### config.mk
export PLATFORM = sky130hd
export DESIGN_NAME = microseq
export DESIGN_NICKNAME = d
export VERILOG_FILES = /design/src/rtl/microseq_pkg.sv /design/src/rtl/useq_lifo.sv /design/src/rtl/useq_nextaddr.sv /design/src/rtl/microseq.sv
export SDC_FILE = /design/constraint.sdc
export NUM_CORES = 1
export LEC_CHECK = 0
export ABC_AREA = 1
export CAP_MARGIN = 20
export CELL_PAD_IN_SITES_DETAIL_PLACEMENT = 1
export CELL_PAD_IN_SITES_GLOBAL_PLACEMENT = 1
export CORE_MARGIN = 8
export CORE_UTILIZATION = 47
export CTS_BUF_LIST = sky130_fd_sc_hd__clkbuf_8 sky130_fd_sc_hd__clkbuf_16
export DETAILED_ROUTE_END_ITERATION = 10
export PLACE_DENSITY_LB_ADDON = 0.15
export SYNTH_ARGS = -nofsm -noshare
export SYNTH_HDL_FRONTEND = slang
export SYNTH_SLANG_ARGS = --single-unit
export TNS_END_PERCENT = 1
### constraint.sdc
create_clock -name clk -period 4.6 [get_ports clk]
set_clock_uncertainty 0.2 [all_clocks]
set_input_delay 1.38 -clock clk [delete_from_list [all_inputs] [get_ports clk]]
set_output_delay 1.38 -clock clk [all_outputs]
set_load 0.02 [all_outputs]
### src/rtl/microseq_pkg.sv
package microseq_pkg;
  localparam int OP_W = 3;

  typedef enum logic [OP_W-1:0] {
    OP_STEP   = 3'd0,
    OP_JUMP   = 3'd1,
    OP_JUMPIF = 3'd2,
    OP_CALL   = 3'd3,
    OP_RET    = 3'd4,
    OP_LPUSH  = 3'd5,
    OP_LEND   = 3'd6,
    OP_RSVD   = 3'd7
  } useq_op_e;
endpackage

### src/rtl/useq_lifo.sv
module useq_lifo #(
  parameter int W     = 16,
  parameter int DEPTH = 4
) (
  input  logic         clk,
  input  logic         rst,
  input  logic         push,
  input  logic         pop,
  input  logic         wr_top,
  input  logic [W-1:0] din,
  output logic [W-1:0] top,
  output logic         empty,
  output logic         full,
  output logic         fault
);
  localparam int CNT_W = $clog2(DEPTH + 1);
  localparam int IW    = $clog2(DEPTH);

  logic [CNT_W-1:0] cnt;
  logic [W-1:0]     mem [DEPTH];
  logic [IW-1:0]    wr_idx;
  logic [IW-1:0]    top_idx;
  logic             ovf_evt;
  logic             unf_evt;

  assign empty   = (cnt == '0);
  assign full    = (cnt == CNT_W'(DEPTH));
  assign wr_idx  = IW'(cnt);
  assign top_idx = IW'(cnt - CNT_W'(1));
  assign top     = mem[top_idx];

  // illegal requests are named events so the parent and assertions see them
  assign ovf_evt = push && full;
  assign unf_evt = (pop || wr_top) && empty;
  assign fault   = ovf_evt || unf_evt;

  always_ff @(posedge clk) begin
    if (rst) begin
      cnt <= '0;
    end else if (push && !full) begin
      cnt <= cnt + CNT_W'(1);
    end else if (pop && !empty) begin
      cnt <= cnt - CNT_W'(1);
    end
  end

  always_ff @(posedge clk) begin
    if (!rst) begin
      if (push && !full) begin
        mem[wr_idx] <= din;
      end else if (wr_top && !empty) begin
        mem[top_idx] <= din;
      end
    end
  end


  push_top_chk: assert property (@(posedge clk) disable iff (rst)
    (push && !full) |=> (!empty && top == $past(din)));


  no_overflow_chk: assert property (@(posedge clk) disable iff (rst)
    ovf_evt |=> (full && top == $past(top)));


  no_underflow_chk: assert property (@(posedge clk) disable iff (rst)
    unf_evt |=> empty);
endmodule

### src/rtl/useq_nextaddr.sv
module useq_nextaddr
  import microseq_pkg::*;
#(
  parameter int AW = 8,
  parameter int CW = 8
) (
  input  useq_op_e          op,
  input  logic [AW-1:0]     field,
  input  logic              cond,
  input  logic [AW-1:0]     pc,
  input  logic [AW-1:0]     ret_top,
  input  logic              ret_empty,
  input  logic              ret_full,
  input  logic [CW-1:0]     lp_cnt,
  input  logic [AW-1:0]     lp_start,
  input  logic              lp_empty,
  output logic [AW-1:0]     nxt,
  output logic              ret_push,
  output logic              ret_pop,
  output logic [AW-1:0]     ret_din,
  output logic              lp_push,
  output logic              lp_pop,
  output logic              lp_wr,
  output logic [CW-1:0]     lp_din_cnt,
  output logic [AW-1:0]     lp_din_start
);
  function automatic logic [AW-1:0] addr_inc(input logic [AW-1:0] a);
    return a + AW'(1);
  endfunction

  function automatic logic loop_again(input logic [CW-1:0] c);
    return c > CW'(1);
  endfunction

  function automatic logic [CW-1:0] cnt_dec(input logic [CW-1:0] c);
    return c - CW'(1);
  endfunction

  logic [AW-1:0] link;
  assign link = addr_inc(pc);

  always_comb begin
    nxt          = link;
    ret_push     = 1'b0;
    ret_pop      = 1'b0;
    ret_din      = link;
    lp_push      = 1'b0;
    lp_pop       = 1'b0;
    lp_wr        = 1'b0;
    lp_din_cnt   = field[CW-1:0];
    lp_din_start = link;
    case (op)
      OP_JUMP:   nxt = field;
      OP_JUMPIF: if (cond) nxt = field;
      OP_CALL: begin
        ret_push = 1'b1;
        if (!ret_full) nxt = field;
      end
      OP_RET: begin
        ret_pop = 1'b1;
        if (!ret_empty) nxt = ret_top;
      end
      OP_LPUSH:  lp_push = 1'b1;
      OP_LEND: begin
        if (!lp_empty && loop_again(lp_cnt)) begin
          lp_wr        = 1'b1;
          lp_din_cnt   = cnt_dec(lp_cnt);
          lp_din_start = lp_start;
          nxt          = lp_start;
        end else begin
          lp_pop = 1'b1;
        end
      end
      default: nxt = link;
    endcase
  end
endmodule

### src/rtl/microseq.sv
module microseq
  import microseq_pkg::*;
#(
  parameter int AW         = 8,
  parameter int CW         = 8,
  parameter int RET_DEPTH  = 4,
  parameter int LOOP_DEPTH = 4
) (
  input  logic            clk,
  input  logic            rst,
  input  logic            pipe_mode,
  input  logic [OP_W-1:0] op_in,
  input  logic [AW-1:0]   field_in,
  input  logic            cond,
  output logic [AW-1:0]   uaddr,
  output logic            err
);
  localparam int LW = CW + AW;

  logic          pipe_q;
  useq_op_e      mir_op;
  logic [AW-1:0] mir_field;
  useq_op_e      exec_op;
  logic [AW-1:0] exec_field;
  logic [AW-1:0] nxt;

  logic          ret_push, ret_pop, ret_empty, ret_full, ret_fault;
  logic [AW-1:0] ret_din, ret_top;
  logic          lp_push, lp_pop, lp_wr, lp_empty, lp_full, lp_fault;
  logic [CW-1:0] lp_din_cnt, lp_cnt;
  logic [AW-1:0] lp_din_start, lp_start;
  logic [LW-1:0] lp_top;

  // mode is captured only under reset
  always_ff @(posedge clk) begin
    if (rst) pipe_q <= pipe_mode;
  end

  // instruction register for the pipelined mode
  always_ff @(posedge clk) begin
    if (rst) begin
      mir_op    <= OP_STEP;
      mir_field <= '0;
    end else begin
      mir_op    <= useq_op_e'(op_in);
      mir_field <= field_in;
    end
  end

  assign exec_op    = pipe_q ? mir_op : useq_op_e'(op_in);
  assign exec_field = pipe_q ? mir_field : field_in;

  useq_nextaddr #(.AW(AW), .CW(CW)) u_next (
    .op(exec_op), .field(exec_field), .cond(cond), .pc(uaddr),
    .ret_top(ret_top), .ret_empty(ret_empty), .ret_full(ret_full),
    .lp_cnt(lp_cnt), .lp_start(lp_start), .lp_empty(lp_empty),
    .nxt(nxt), .ret_push(ret_push), .ret_pop(ret_pop), .ret_din(ret_din),
    .lp_push(lp_push), .lp_pop(lp_pop), .lp_wr(lp_wr),
    .lp_din_cnt(lp_din_cnt), .lp_din_start(lp_din_start)
  );

  useq_lifo #(.W(AW), .DEPTH(RET_DEPTH)) u_ret_stack (
    .clk(clk), .rst(rst), .push(ret_push), .pop(ret_pop), .wr_top(1'b0),
    .din(ret_din), .top(ret_top), .empty(ret_empty), .full(ret_full),
    .fault(ret_fault)
  );

  useq_lifo #(.W(LW), .DEPTH(LOOP_DEPTH)) u_loop_stack (
    .clk(clk), .rst(rst), .push(lp_push), .pop(lp_pop), .wr_top(lp_wr),
    .din({lp_din_cnt, lp_din_start}), .top(lp_top), .empty(lp_empty),
    .full(lp_full), .fault(lp_fault)
  );

  assign lp_cnt   = lp_top[LW-1:AW];
  assign lp_start = lp_top[AW-1:0];

  always_ff @(posedge clk) begin
    if (rst) begin
      uaddr <= '0;
      err   <= 1'b0;
    end else begin
      uaddr <= nxt;
      if (ret_fault || lp_fault) err <= 1'b1;
    end
  end


  reset_state_chk: assert property (@(posedge clk)
    rst |=> (uaddr == '0 && !err));


  err_sticky_chk: assert property (@(posedge clk) disable iff (rst)
    err |=> err);


  step_chk: assert property (@(posedge clk) disable iff (rst)
    (exec_op == OP_STEP) |=> (uaddr == $past(uaddr) + AW'(1)));


  jump_chk: assert property (@(posedge clk) disable iff (rst)
    (exec_op == OP_JUMP) |=> (uaddr == $past(exec_field)));


  mode_hold_chk: assert property (@(posedge clk) disable iff (rst)
    1'b1 |=> $stable(pipe_q));


  full_call_chk: assert property (@(posedge clk) disable iff (rst)
    (exec_op == OP_CALL && lp_full == lp_full && ret_full) |=> (err && uaddr == $past(uaddr) + AW'(1)));
endmodule

# [Yosys cells after proc, flatten, opt, wreduce, memory -nomap -nowiden]
# Memory sizes are Yosys's and may differ from the RTL's.
# Index checks and enable logic that the tools add are counted.
[classes] n_addsub=6 n_lt_le_gt_ge=1 n_eq_ne=8 muxes=34 n_reduce_logical=23
[ops] operator="2-to-1 mux 8 bit" n=8
[ops] operator="case mux 8 bit (5 select lines)" n=1
[ops] operator="2-to-1 mux 1 bit" n=18
[ops] operator="2-to-1 mux 16 bit" n=1
[ops] operator="OR reduction 16 bit" n=1
[ops] operator="== test 3 bit (second input constant)" n=5
[ops] operator="2-to-1 mux 3 bit" n=5
[ops] operator="logical AND 1 bit" n=10
[ops] operator="adder 8 x 1 -> 8 bit (second input constant)" n=1
[ops] operator="greater-than comparator 8 x 1 -> 1 bit (second input constant)" n=1
[ops] operator="subtractor 8 x 1 -> 8 bit (second input constant)" n=1
[ops] operator="adder 3 x 1 -> 3 bit (second input constant)" n=2
[ops] operator="== test 3 x 2 -> 1 bit (second input constant)" n=2
[ops] operator="logical NOT 3 bit" n=2
[ops] operator="subtractor 3 x 1 -> 3 bit (second input constant)" n=2
[ops] operator="logical NOT 1 bit" n=4
[ops] operator="logical OR 1 bit" n=4
[ops] operator="nonzero test 2 bit" n=2
[ops] operator="== test 3 x 1 -> 1 bit (second input constant)" n=1
[ops] operator="2-to-1 mux 2 bit" n=1
[word_totals] regBits=27 ramBits=96 input_bits=15 output_inout_bits=9 wordCells=81 n_memories=2
[mem_list] memory="u_loop_stack.mem" depth=4 width=16 rd=1 rd_clocked_by_memory_dff=0 write_ports=1 line="useq_lifo.sv:20" text="logic [W-1:0] mem [DEPTH];"
[mem_list] memory="u_ret_stack.mem" depth=4 width=8 rd=1 rd_clocked_by_memory_dff=0 write_ports=1 line="useq_lifo.sv:20"

# [Depth between registers and ports, before layout]
# Gate-level depths: netlist (run 1).
# An unclocked memory read counts as a cell.
[logic_depth] word_depth=13 depth_mapped=21 mapped_depth_nobuf=17

# [Cells and area by module]
# Synthesis (run 1) repeated with hierarchy kept, for this count alone.
[unflattened] hier_cells=611 area_unflattened_um2=5883.1
[modules_own_cells] module="useq_lifo at u_loop_stack" instances=1 cells_each=212 area_per_inst_um2=2715.1 seq_area_each_um2=1981.9
[modules_own_cells] module="useq_lifo at u_ret_stack" instances=1 cells_each=135 area_per_inst_um2=1535.2 seq_area_each_um2=1021.0
[modules_own_cells] module="useq_nextaddr" instances=1 cells_each=175 area_per_inst_um2=889.6 seq_area_each_um2=0.0
[modules_own_cells] module="microseq" instances=1 cells_each=89 area_per_inst_um2=743.2 seq_area_each_um2=430.4

# [Worst setup path before layout (run 1)]
# OpenSTA, ideal clock, no wires.
[synth_path] path_kind="register to register" startpoint="register u_loop_stack.cnt[0]" endpoint="memory u_loop_stack.mem[2][0] (enable)" setup_time_ps=388 arrival_ps=3526 t_required_ps=4012 path_slack_ps=486 stages_incl_launch_ff=19 path_buffers=4 synth_period_minus_slack_ps=4114 cell_sequence="dfxtp_1 buf_6 inv_4 buf_6 clkbuf_1 ha_1 buf_2 inv_2 o21ai_0 o22a_1 ha_1 or2_2 nand2_2 nor2_4 nand2_4 nand4_2 nand2_1 o21ai_0 nor2_1"
[synth_between] elab_chain_len=13 word_cells_on_any_way=22 cone_classes="add/sub (1); order compare (1); eq/ne (1); mux (11); reduce/logical (7); memory (1)"
[synth_rtl] item="start, declared" line="useq_lifo.sv:19" text="logic [CNT_W-1:0] cnt;"
[synth_rtl] item="start signal, assigned" line="useq_lifo.sv:41" text="cnt <= cnt + CNT_W'(1);"
[synth_rtl] item="start signal, assigned" line="useq_lifo.sv:43" text="cnt <= cnt - CNT_W'(1);"
[synth_rtl] item="subtractor 3 x 1 -> 3 bit"
[synth_rtl] item="memory (4 x 16 bit)"
[synth_rtl] item="greater-than comparator 8 x 1 -> 1 bit" line="useq_nextaddr.sv:32" text="return c > CW'(1);"
[synth_rtl] item="logical AND 1 bit" line="useq_nextaddr.sv:65" text="if (!lp_empty && loop_again(lp_cnt)) begin"
[synth_rtl] item="2-to-1 mux 1 bit" line="useq_nextaddr.sv:65"
[synth_rtl] item="2-to-1 mux 1 bit" line="useq_nextaddr.sv:52" text="case (op)"
[synth_rtl] item="logical AND 1 bit" line="useq_lifo.sv:51" text="end else if (wr_top && !empty) begin"
[synth_rtl] item="2-to-1 mux 1 bit" line="useq_lifo.sv:51"
[synth_rtl] item="2-to-1 mux 1 bit" line="useq_lifo.sv:49" text="if (push && !full) begin"
[synth_rtl] item="2-to-1 mux 1 bit" line="useq_lifo.sv:48" text="if (!rst) begin"
[synth_rtl] item="2-to-1 mux 1 bit (not written as such)" line="useq_lifo.sv:52" text="mem[top_idx] <= din;"
[synth_rtl] item="OR reduction 16 bit (no source line)"
[synth_rtl] item="2-to-1 mux 2 bit (no source line) or 2-to-1 mux 1 bit (tied branches)"
[synth_rtl] item="end, declared" line="useq_lifo.sv:20"
# Parallel ways exist; a longest one is shown, timed or not.

# [Worst setup path in the final report (run 1)]
[layout_path] startpoint="register u_loop_stack.cnt[0]" endpoint="memory u_loop_stack.mem[1][1] (enable)"
# Same word-level chain as after synthesis.

==> results of run 1 <==
metal layers:
metal  track usage (%)  up-vias
li1                  -     2253
met1             30.62     2430
met2             35.44      113
met3             4.717       15
met4             6.704        0
met5                 0        -
synthesized netlist by cell type, types with 2 or more instances:
library cell and instances:
a22oi_1 2, o22ai_1 11, xor2_1 5, inv_4 2, inv_1 48, nand4_1 9, nand2_2 8, nor2_4 3
xnor2_1 3, o21ai_2 7, edfxtp_1 97, clkbuf_1 9, inv_2 2, a21oi_1 14, ha_1 12, o21ai_0 45
a31oi_1 2, nor3_1 5, buf_6 3, dfxtp_1 26, nand2_1 167, nor2_1 82, o21a_1 2, buf_2 7
nand3_1 54, clkinv_1 3, o21ai_1 2, nor2_2 2, buf_4 3
sequential cells by signal, summed over array words and instances, names as in the netlist:
name,count
u_ret_stack.cnt,3
mir_field,8
err,1
u_ret_stack.mem,32
mir_op,3
u_loop_stack.cnt,3
pipe_q,1
uaddr,8
u_loop_stack.mem,64
worst max-delay path: cells and delay by family (launching register included):
family | cells | cell delay, ns
buffers and inverters | 4 | 1.05
adders and majority gates | 2 | 0.60
AOI/OAI and AO/OA | 2 | 0.36
and+or+nand+nor | 8 | 1.03
DFF | 1 | 0.33
kinds of logic (layout without fill, tap and decap cells):
logic type	after synthesis	after routing	share of synthesized area, %
simple gates	338	338	24.42
fa+ha+maj	12	12	2.506
flops	123	123	57.31
buf+inv	77	120	5.618
xor+xnor	8	8	1.170
compound gates	92	92	8.981
area by class of cell:
type	instances	share of cell area [%]
Sequential cell	123	49.55
Timing Repair Buffer	33	4.406
Inverter	55	3.052
Clock inverter	15	1.697
Clock buffer	17	6.139
Tap cell	172	3.106
Multi-Input combinational cell	450	32.05
power breakdown:
part | leakage, nW | switching [mW] | internal, mW
clock network | 0.283 | 0.466 | 0.774
logic | 1.43 | 0.362 | 0.154
registers | 1.10 | 0.0350 | 1.27
total | 2.81 | 0.863 | 2.19
per-stage QoR:
stage,cell area (um^2),cells
floorplan,5991,650
global placement,6386,833
detailed placement,6386,833
CTS,6929,865
global route,6929,865
finish,6929,865
worst paths after layout:
kind | to | cells after the start
setup / recovery | u_loop_stack.mem[1][1]$_DFFE_PP_ | 16
hold / removal | u_ret_stack.cnt[2]$_SDFFE_PP0P_ | 2
setup reg to reg | u_loop_stack.mem[1][1]$_DFFE_PP_ | 16
hold reg to reg | u_ret_stack.cnt[2]$_SDFFE_PP0P_ | 2
==> results.cfg, run 1 <==
[synth]
ys_top_cells_by_area = edfxtp_1 (49%), nand2_1 (10%), dfxtp_1 (8.7%)
netlist_instances = 650
synth_top_cell_by_area = edfxtp_1
synth-edff-count = 97
syn_area_per_cell_um2 = 9.217
synthFlopType = edfxtp_1
ys_ff_latch = 123
yosysTopAreaCellShare_pct = 48.62
yosysUniqueCellTypes = 44
seq_area_frac_synth_pct = 57.31
synthArstFlopShare_pct = 0
syn-cell-area_mm2 = 0.005991
yosysWarningCount = 0
syn_nets = 677

[die]
rows = 41
die_area_mm2 = 0.01662
initial_core_util_pct = 47.86
io_pins = 24
core_mm2 = 0.01252
chipWidth_um = 128.9
die_y_um = 128.9

[timing]
slew-limit-headroom_pct = 48.48
drv_slew = 0
finalSetupTns_ns = 0
setup_violations = 0
finalHoldViolations = 0
hold_ws_ns = 0.3215
max_freq_ghz = 0.2589
fin_crit_sh_pct = 83.96
worst_pin_slew_ns = 0.7700
finalCriticalPeriod_ns = 3.862
fin_ws_ns = 0.7377
rsz0062_at_grt = false

[finish]
final_common_cell = nand2_1
drive_above_1_share_pct = 9.380
postLayoutCoreUtil_pct = 55.36
seq_area_mm2 = 0.003433
diodes = 0
layout_common_cells = nand2_1 (167), edfxtp_1 (97), nor2_1 (82), nand3_1 (54), inv_1 (52)
area_growth_pct = 15.66
fillers = 1476
multi_input_area_mm2 = 0.002221
fin_nets = 707

[grt]
grt_max_degree = 38
grt_pass1_wl_um = 27640
antenna_found_initial = 0
grt.overflow.total = 0
grt_pass1_vias = 4932
grt_usage_pct = 22.52

[setup_path]
worst_r2r_startpoint = u_loop_stack.cnt[0]$_SDFFE_PP0P_
cp-end-kind = flip-flop
startpoint_type = flip-flop
critical-path-max-stage-delay_ns = 0.33
critPathLaunch = u_loop_stack.cnt[0]$_SDFFE_PP0P_
arrival_ns = 3.82
path_class = reg -> reg
cp_cell_sequence = inv_4 > ha_1 > inv_2 > o21ai_0 > o22a_1 > ha_1 > or2_2 > nand2_2 > nor2_4 > nand2_4 > nand3_4 > inv_4 > nand3_1 > nand3_1 > nor2_1 > buf_4
crit_slowest_cell = dfxtp_1
critPathMaxFanout = 37
worst-endpoint-required_ns = 4.56
ff2ff_setup_slack_ns = 0.74

[clock_tree]
cts_made_buffers = 17
cts_resized = 0
tritoncts = built
clk_latency_ns = 0.42
cts.sinks = 123
post_cts_buffers = 0
path_clk_slew_ns = 0.06
cts_root_buf = clkbuf_16
h-tree-depth = 4
postCtsHoldBufs = 0
cts.path.max_buffers = 2

[detailed_routing]
avgRoutedWirePerCell_um = 20.37
ant_nets = 0
top_layer = met4
drt_iter0_markers = 413
num_vias = 4811
drc = 0
routed_via_density = 5.562
drt-total-wl_um = 17620
dr.pass1.iters = 5
met3_wirelength_um = 828
wl_met2_um = 8332
wl_met1_um = 8259

[worst_hold_path]
hold_class = reg -> reg
worstHoldStart = u_ret_stack.cnt[2]$_SDFFE_PP0P_

[placement]
port_buffers = 23
gp_congestion = 0.8848
hpwlAfterDp_um = 12790
dp_slack_ns = 0.5699

[status]
status = finished clean

[power_and_ir_drop]
powerDensity_mw_per_mm2 = 441.3
p_leak_nw = 2.810
finalPower_mw = 3.058
ir_drop_v = 0.0002325

[run]
cap_violations = 0
(Power assumes the default switching activity.)
==> run 2: changes to the inputs <==
Settings changed: CORE_UTILIZATION 47 to 43.
Clock period 4.6 ns to 3.1 ns, I/O delays scaled along.
==> results.cfg, run 2 (synthesized netlist as in run 1, its figures left out) <==
[detailed_routing]
routed_via_density = 5.373
dr.pass1.iters = 5
ant_nets = 0
drc = 0
num_vias = 4895
drt_iter0_markers = 377
drt-total-wl_um = 17650
avgRoutedWirePerCell_um = 19.38

[clock_tree]
h-tree-depth = 4
cts.sinks = 123
cts_root_buf = clkbuf_16
cts_made_buffers = 17
path_clk_slew_ns = 0.06
postCtsHoldBufs = 0
tritoncts = built
cts.path.max_buffers = 2
clk_latency_ns = 0.42

[timing]
drv_slew = 0
setup_violations = 0
finalHoldViolations = 0
hold_ws_ns = 0.3253
max_freq_ghz = 0.3289
fin_crit_sh_pct = 98.07
worst_pin_slew_ns = 0.5129
finalCriticalPeriod_ns = 3.040
finalSetupTns_ns = 0
slew-limit-headroom_pct = 65.44

[power_and_ir_drop]
p_leak_nw = 3.019
powerDensity_mw_per_mm2 = 632.1
ir_drop_v = 0.0002871
finalPower_mw = 4.718

[die]
die_area_mm2 = 0.01797
die_y_um = 134.0
core_mm2 = 0.01372
rows = 43
io_pins = 24
chipWidth_um = 134.0
initial_core_util_pct = 43.67

[placement]
dp_cells = 876
port_buffers = 23
hpwlAfterDp_um = 12350
gp_congestion = 0.8516

[grt]
grt_pass1_wl_um = 27810
grt_usage_pct = 20.20
grt_max_degree = 24
grt_pass1_vias = 5072
grt.overflow.total = 0
antenna_found_initial = 0

[finish]
area_growth_pct = 24.58
layout_common_cells = nand2_1 (164), edfxtp_1 (97), nor2_1 (78), nand3_1 (52), inv_1 (51)
reg.largest.list = u_loop_stack.mem: 64 flops, u_ret_stack.mem: 32 flops
diodes = 0
fin_nets = 745
largest_reg_flops = 64
fin_cells = 911
final_common_cell = nand2_1
largest_register = u_loop_stack.mem
drive_above_1_share_pct = 17.10

[setup_path]
critical-path-max-stage-delay_ns = 0.36
timing.critical_path.buf_inv = 3
ff2ff_setup_slack_ns = 0.06
worst-endpoint-required_ns = 3.03
reg2reg_to = u_loop_stack.mem[2][11]$_DFFE_PP_
cp-end-kind = flip-flop
worst_r2r_startpoint = u_loop_stack.cnt[0]$_SDFFE_PP0P_
cp_cell_sequence = inv_6 > ha_4 > inv_6 > o21ai_1 > o22a_1 > ha_2 > or2_4 > nand2_2 > nor2_4 > nand2_4 > nand4_4 > nand2_4 > nand3_4 > nor2_4 > clkbuf_16
crit_slowest_cell = dfxtp_2
cp_top_family = simple AND/OR/NAND/NOR gates
critPathMaxFanout = 8
startpoint_type = flip-flop
arrival_ns = 2.97
r2r_cells = 15
path_class = reg -> reg

[worst_hold_path]
min_to = u_ret_stack.cnt[2]$_SDFFE_PP0P_
hold_class = reg -> reg
hold_depth = 2
worstHoldStart = u_ret_stack.cnt[2]$_SDFFE_PP0P_

[status]
status = finished clean

[run]
cap_violations = 0
==> run 2: cell count changes in the layout (fill, tap and decap cells not counted), moves of 4 or more <==
cell	before	now
buf_4	10	42
clkbuf_8	0	4
nor2_4	3	7
clkinv_1	8	4
buf_12	0	5
nor2_1	82	78
o21ai_0	45	41
==> run 2: area by class of cell <==
| type | count | area [um^2] |
|---|---|---|
| Fill cell | 1557 | 6256 |
| Sequential cell | 123 | 3436 |
| Multi-Input combinational cell | 450 | 2328 |
| Timing Repair Buffer | 71 | 670.6 |
| Clock buffer | 21 | 480.5 |
| Tap cell | 180 | 225.2 |
| Inverter | 55 | 219.0 |
| Clock inverter | 11 | 103.9 |
==> run 2: what timing repair did <==
action                                  4_1_cts  5_1_grt
gates resized for setup                       0        5
buffers inserted                              0        2
endpoints found under the setup margin        0       67
endpoints found under the hold margin         0        0
==> run 2: worst max path at each step <==
stage                                      from                           endpoint  slack (ns)  cells after the start
2_1_floorplan  u_loop_stack.cnt[0]$_SDFFE_PP0P_   u_loop_stack.mem[3][0]$_DFFE_PP_       -0.22                     17
3_3_place_gp                           op_in[0]   u_loop_stack.mem[1][4]$_DFFE_PP_       -0.06                     11
3_5_place_dp                           op_in[0]   u_loop_stack.mem[2][4]$_DFFE_PP_       -0.10                     11
4_1_cts        u_loop_stack.cnt[1]$_SDFFE_PP0P_  u_loop_stack.mem[1][10]$_DFFE_PP_        0.03                     13
5_1_grt        u_loop_stack.cnt[0]$_SDFFE_PP0P_  u_loop_stack.mem[2][11]$_DFFE_PP_      -0.008                     15
6_report       u_loop_stack.cnt[0]$_SDFFE_PP0P_  u_loop_stack.mem[2][11]$_DFFE_PP_        0.06                     15
==> run 2: per-layer routing <==
layer / vias to the layer above / share of wire (%) / global-route usage, %
li1: 2334 / - / -
met1: 2435 / 46 / 26.50
met2: 112 / 49 / 32.87
met3: 14 / 4.3 / 5.011
met4: 0 / 0.98 / 4.741
met5: - / 0 / 0
==> run 2: report_power, final <==
group	leakage (nW)	total [mW]	switching, mW	internal [mW]
clock network	0.298	1.95	0.697	1.25
registers	1.10	1.93	0.0456	1.88
logic	1.62	0.847	0.558	0.289
==> run 2: through the flow <==
step | instance area, um^2 | worst slack, ns | util, %
floorplan | 6133 | -0.2233 | -
global placement | 6827 | -0.06451 | 49.76
detailed placement | 6827 | -0.1024 | 49.76
CTS | 7411 | 0.03213 | 54.02
global route | 7463 | -0.007928 | 54.40
finish | 7463 | 0.05990 | 54.40
==> run 2: worst reg2reg max path, cell delays in order (launching register included) <==
cell	delay, ns
dfxtp_2	0.36
inv_6	0.04
ha_4	0.29
inv_6	0.09
o21ai_1	0.07
o22a_1	0.26
ha_2	0.21
or2_4	0.24
nand2_2	0.07
nor2_4	0.05
nand2_4	0.09
nand4_4	0.16
nand2_4	0.14
nand3_4	0.11
nor2_4	0.18
clkbuf_16	0.19
==> run 3: changes to the inputs <==
Settings changed: CELL_PAD_IN_SITES_DETAIL_PLACEMENT 1 to 2, CELL_PAD_IN_SITES_GLOBAL_PLACEMENT 1 to 2, CORE_UTILIZATION 43 to 35.
==> results.cfg, run 3 (synthesized netlist as in run 1, its figures left out) <==
[finish]
drive_above_1_share_pct = 18.48
diodes = 0
reg.largest.list = u_loop_stack.mem: 64 flops, u_ret_stack.mem: 32 flops
final_common_cell = nand2_1
layout_common_cells = nand2_1 (162), edfxtp_1 (97), nor2_1 (78), nand3_1 (52), buf_4 (48)
fillers = 1830
area_growth_pct = 26.46
fin_nets = 751
largest_register = u_loop_stack.mem
largest_reg_flops = 64

[detailed_routing]
avgRoutedWirePerCell_um = 20.28
ant_nets = 0
drt_iter0_markers = 204
routed_via_density = 5.079
drc = 0
dr.pass1.iters = 4
drt-total-wl_um = 19490
num_vias = 4881

[placement]
hpwlAfterDp_um = 14560
gp_congestion = 0.8197
port_buffers = 23

[grt]
grt_usage_pct = 18.47
use_met2_pct = 33.80
busiest_layer = met2
antenna_found_initial = 0
grt_pass1_vias = 5504
grt_max_degree = 22
grt.overflow.total = 0
grt_pass1_wl_um = 30590
grt.met3_usage_pct = 4.122
grtUsageMet1_pct = 20.77

[die]
rows = 48
die_area_mm2 = 0.02156
die_y_um = 146.8
core_mm2 = 0.01700
chipWidth_um = 146.8
initial_core_util_pct = 35.25
io_pins = 24

[setup_path]
timing.critical_path.buf_inv = 2
worst-endpoint-required_ns = 3.03
cp-end-kind = flip-flop
critPathMaxFanout = 8
cp_top_family = simple AND/OR/NAND/NOR gates
path_class = reg -> reg
critical-path-max-stage-delay_ns = 0.33
crit_slowest_cell = dfxtp_2
cp_cell_sequence = inv_2 > ha_4 > o21ai_2 > o22a_1 > ha_2 > or2_4 > nand2_2 > nor2_4 > nand2_4 > nand4_4 > nand2_2 > nand3_4 > nor2_4 > clkbuf_16
startpoint_type = flip-flop
arrival_ns = 2.95

[power_and_ir_drop]
p_sw_mw = 1.380
ir_drop_v = 0.0002826
comb_power_share_pct = 18.4
pwr-share-seq_pct = 39.8
p_leak_nw = 3.035
finalPower_mw = 4.821
power.share.switching_pct = 28.64
powerDensity_mw_per_mm2 = 636.3
p_clk_share_pct = 41.9
internal_power_mw = 3.440

[timing]
finalHoldViolations = 0
worst_pin_slew_ns = 0.5254
hold_ws_ns = 0.3185
drv_slew = 0
setup_violations = 0
finalCriticalPeriod_ns = 3.012
slew-limit-headroom_pct = 64.60
fin_crit_sh_pct = 97.17
max_freq_ghz = 0.3320

[clock_tree]
cts_root_buf = clkbuf_16
cts.path.max_buffers = 2
cts.sinks = 123
tritoncts = built
h-tree-depth = 4
path_clk_slew_ns = 0.06
postCtsHoldBufs = 0
cts_made_buffers = 17
clk_latency_ns = 0.42

[run]
cap_violations = 0

[worst_hold_path]
hold_class = reg -> reg

[status]
status = finished clean
[run 3: cell types whose count changed in the layout (fill, tap and decap cells not counted), moves of 2 or more]
cell,before,now
clkbuf_8,4,0
inv_6,2,4
nand2_2,10,12
buf_4,42,48
inv_1,51,47
clkinv_4,0,4
nand2_1,164,162
[run 3: layer usage]
layer	part of all wire, %	wire [um]	up-vias
li1	-	-	2341
met1	42	8195	2461
met2	54	10460	60
met3	2.6	506	19
met4	1.7	324	0
met5	0	0	-
[run 3: power groups by stage]
stage,Sequential [mW],Combinational (mW),Clock (mW)
after floorplan,1.96,0.504,0
after global placement,1.95,0.832,0
after detailed placement,1.95,0.872,0
after CTS,1.92,0.883,2.05
after global routing,1.92,0.969,2.12
final,1.92,0.885,2.02
[run 3: layout make-up]
cell class / instances / area, um^2 / share of cell area (%)
clock buffer: 17 / 425.4 / 5.615
clock inverter: 14 / 171.4 / 2.263
inverter: 55 / 219.0 / 2.890
multi-input combinational: 450 / 2333 / 30.80
sequential: 123 / 3438 / 45.38
tap: 225 / 281.5 / 3.716
timing repair buffer: 77 / 706.9 / 9.331
[run 3: what timing repair did]
item,in CTS,in global routing
endpoints found under the setup margin,0,76
setup buffers,0,4
gates resized for setup,0,9
hold endpoints to repair,0,0
[run 3: final timing paths]
path | from | to | slack (ns) | cells past startpoint
worst max-delay path | u_loop_stack.cnt[1]$_SDFFE_PP0P_ | u_loop_stack.mem[3][11]$_DFFE_PP_ | 0.09 | 14
worst min-delay path | u_ret_stack.cnt[2]$_SDFFE_PP0P_ | u_ret_stack.cnt[2]$_SDFFE_PP0P_ | 0.32 | 2
worst max register to register | u_loop_stack.cnt[1]$_SDFFE_PP0P_ | u_loop_stack.mem[3][11]$_DFFE_PP_ | 0.09 | 14
worst min register to register | u_ret_stack.cnt[2]$_SDFFE_PP0P_ | u_ret_stack.cnt[2]$_SDFFE_PP0P_ | 0.32 | 2
[run 3: through the flow]
step / utilization (%) / cells / TNS (ns) / setup slack (ns) / instance area, um^2
2_1_floorplan: - / 650 / -14.29 / -0.2233 / 6133
3_3_place_gp: 40.60 / 925 / -8.902 / -0.1400 / 6900
3_5_place_dp: 40.60 / 925 / -12.64 / -0.1937 / 6900
4_1_cts: 44.11 / 956 / 0 / 0.01312 / 7497
5_1_grt: 44.57 / 961 / -0.1631 / -0.02100 / 7576
6_report: 44.57 / 961 / 0 / 0.08771 / 7576
[run 3: worst register-to-register path: stages, from the launching register on]
cell and delay, ns:
dfxtp_2 0.33, inv_2 0.06, ha_4 0.33, o21ai_2 0.07
o22a_1 0.25, ha_2 0.21, or2_4 0.25, nand2_2 0.09
nor2_4 0.05, nand2_4 0.08, nand4_4 0.17, nand2_2 0.15
nand3_4 0.11, nor2_4 0.17, clkbuf_16 0.20
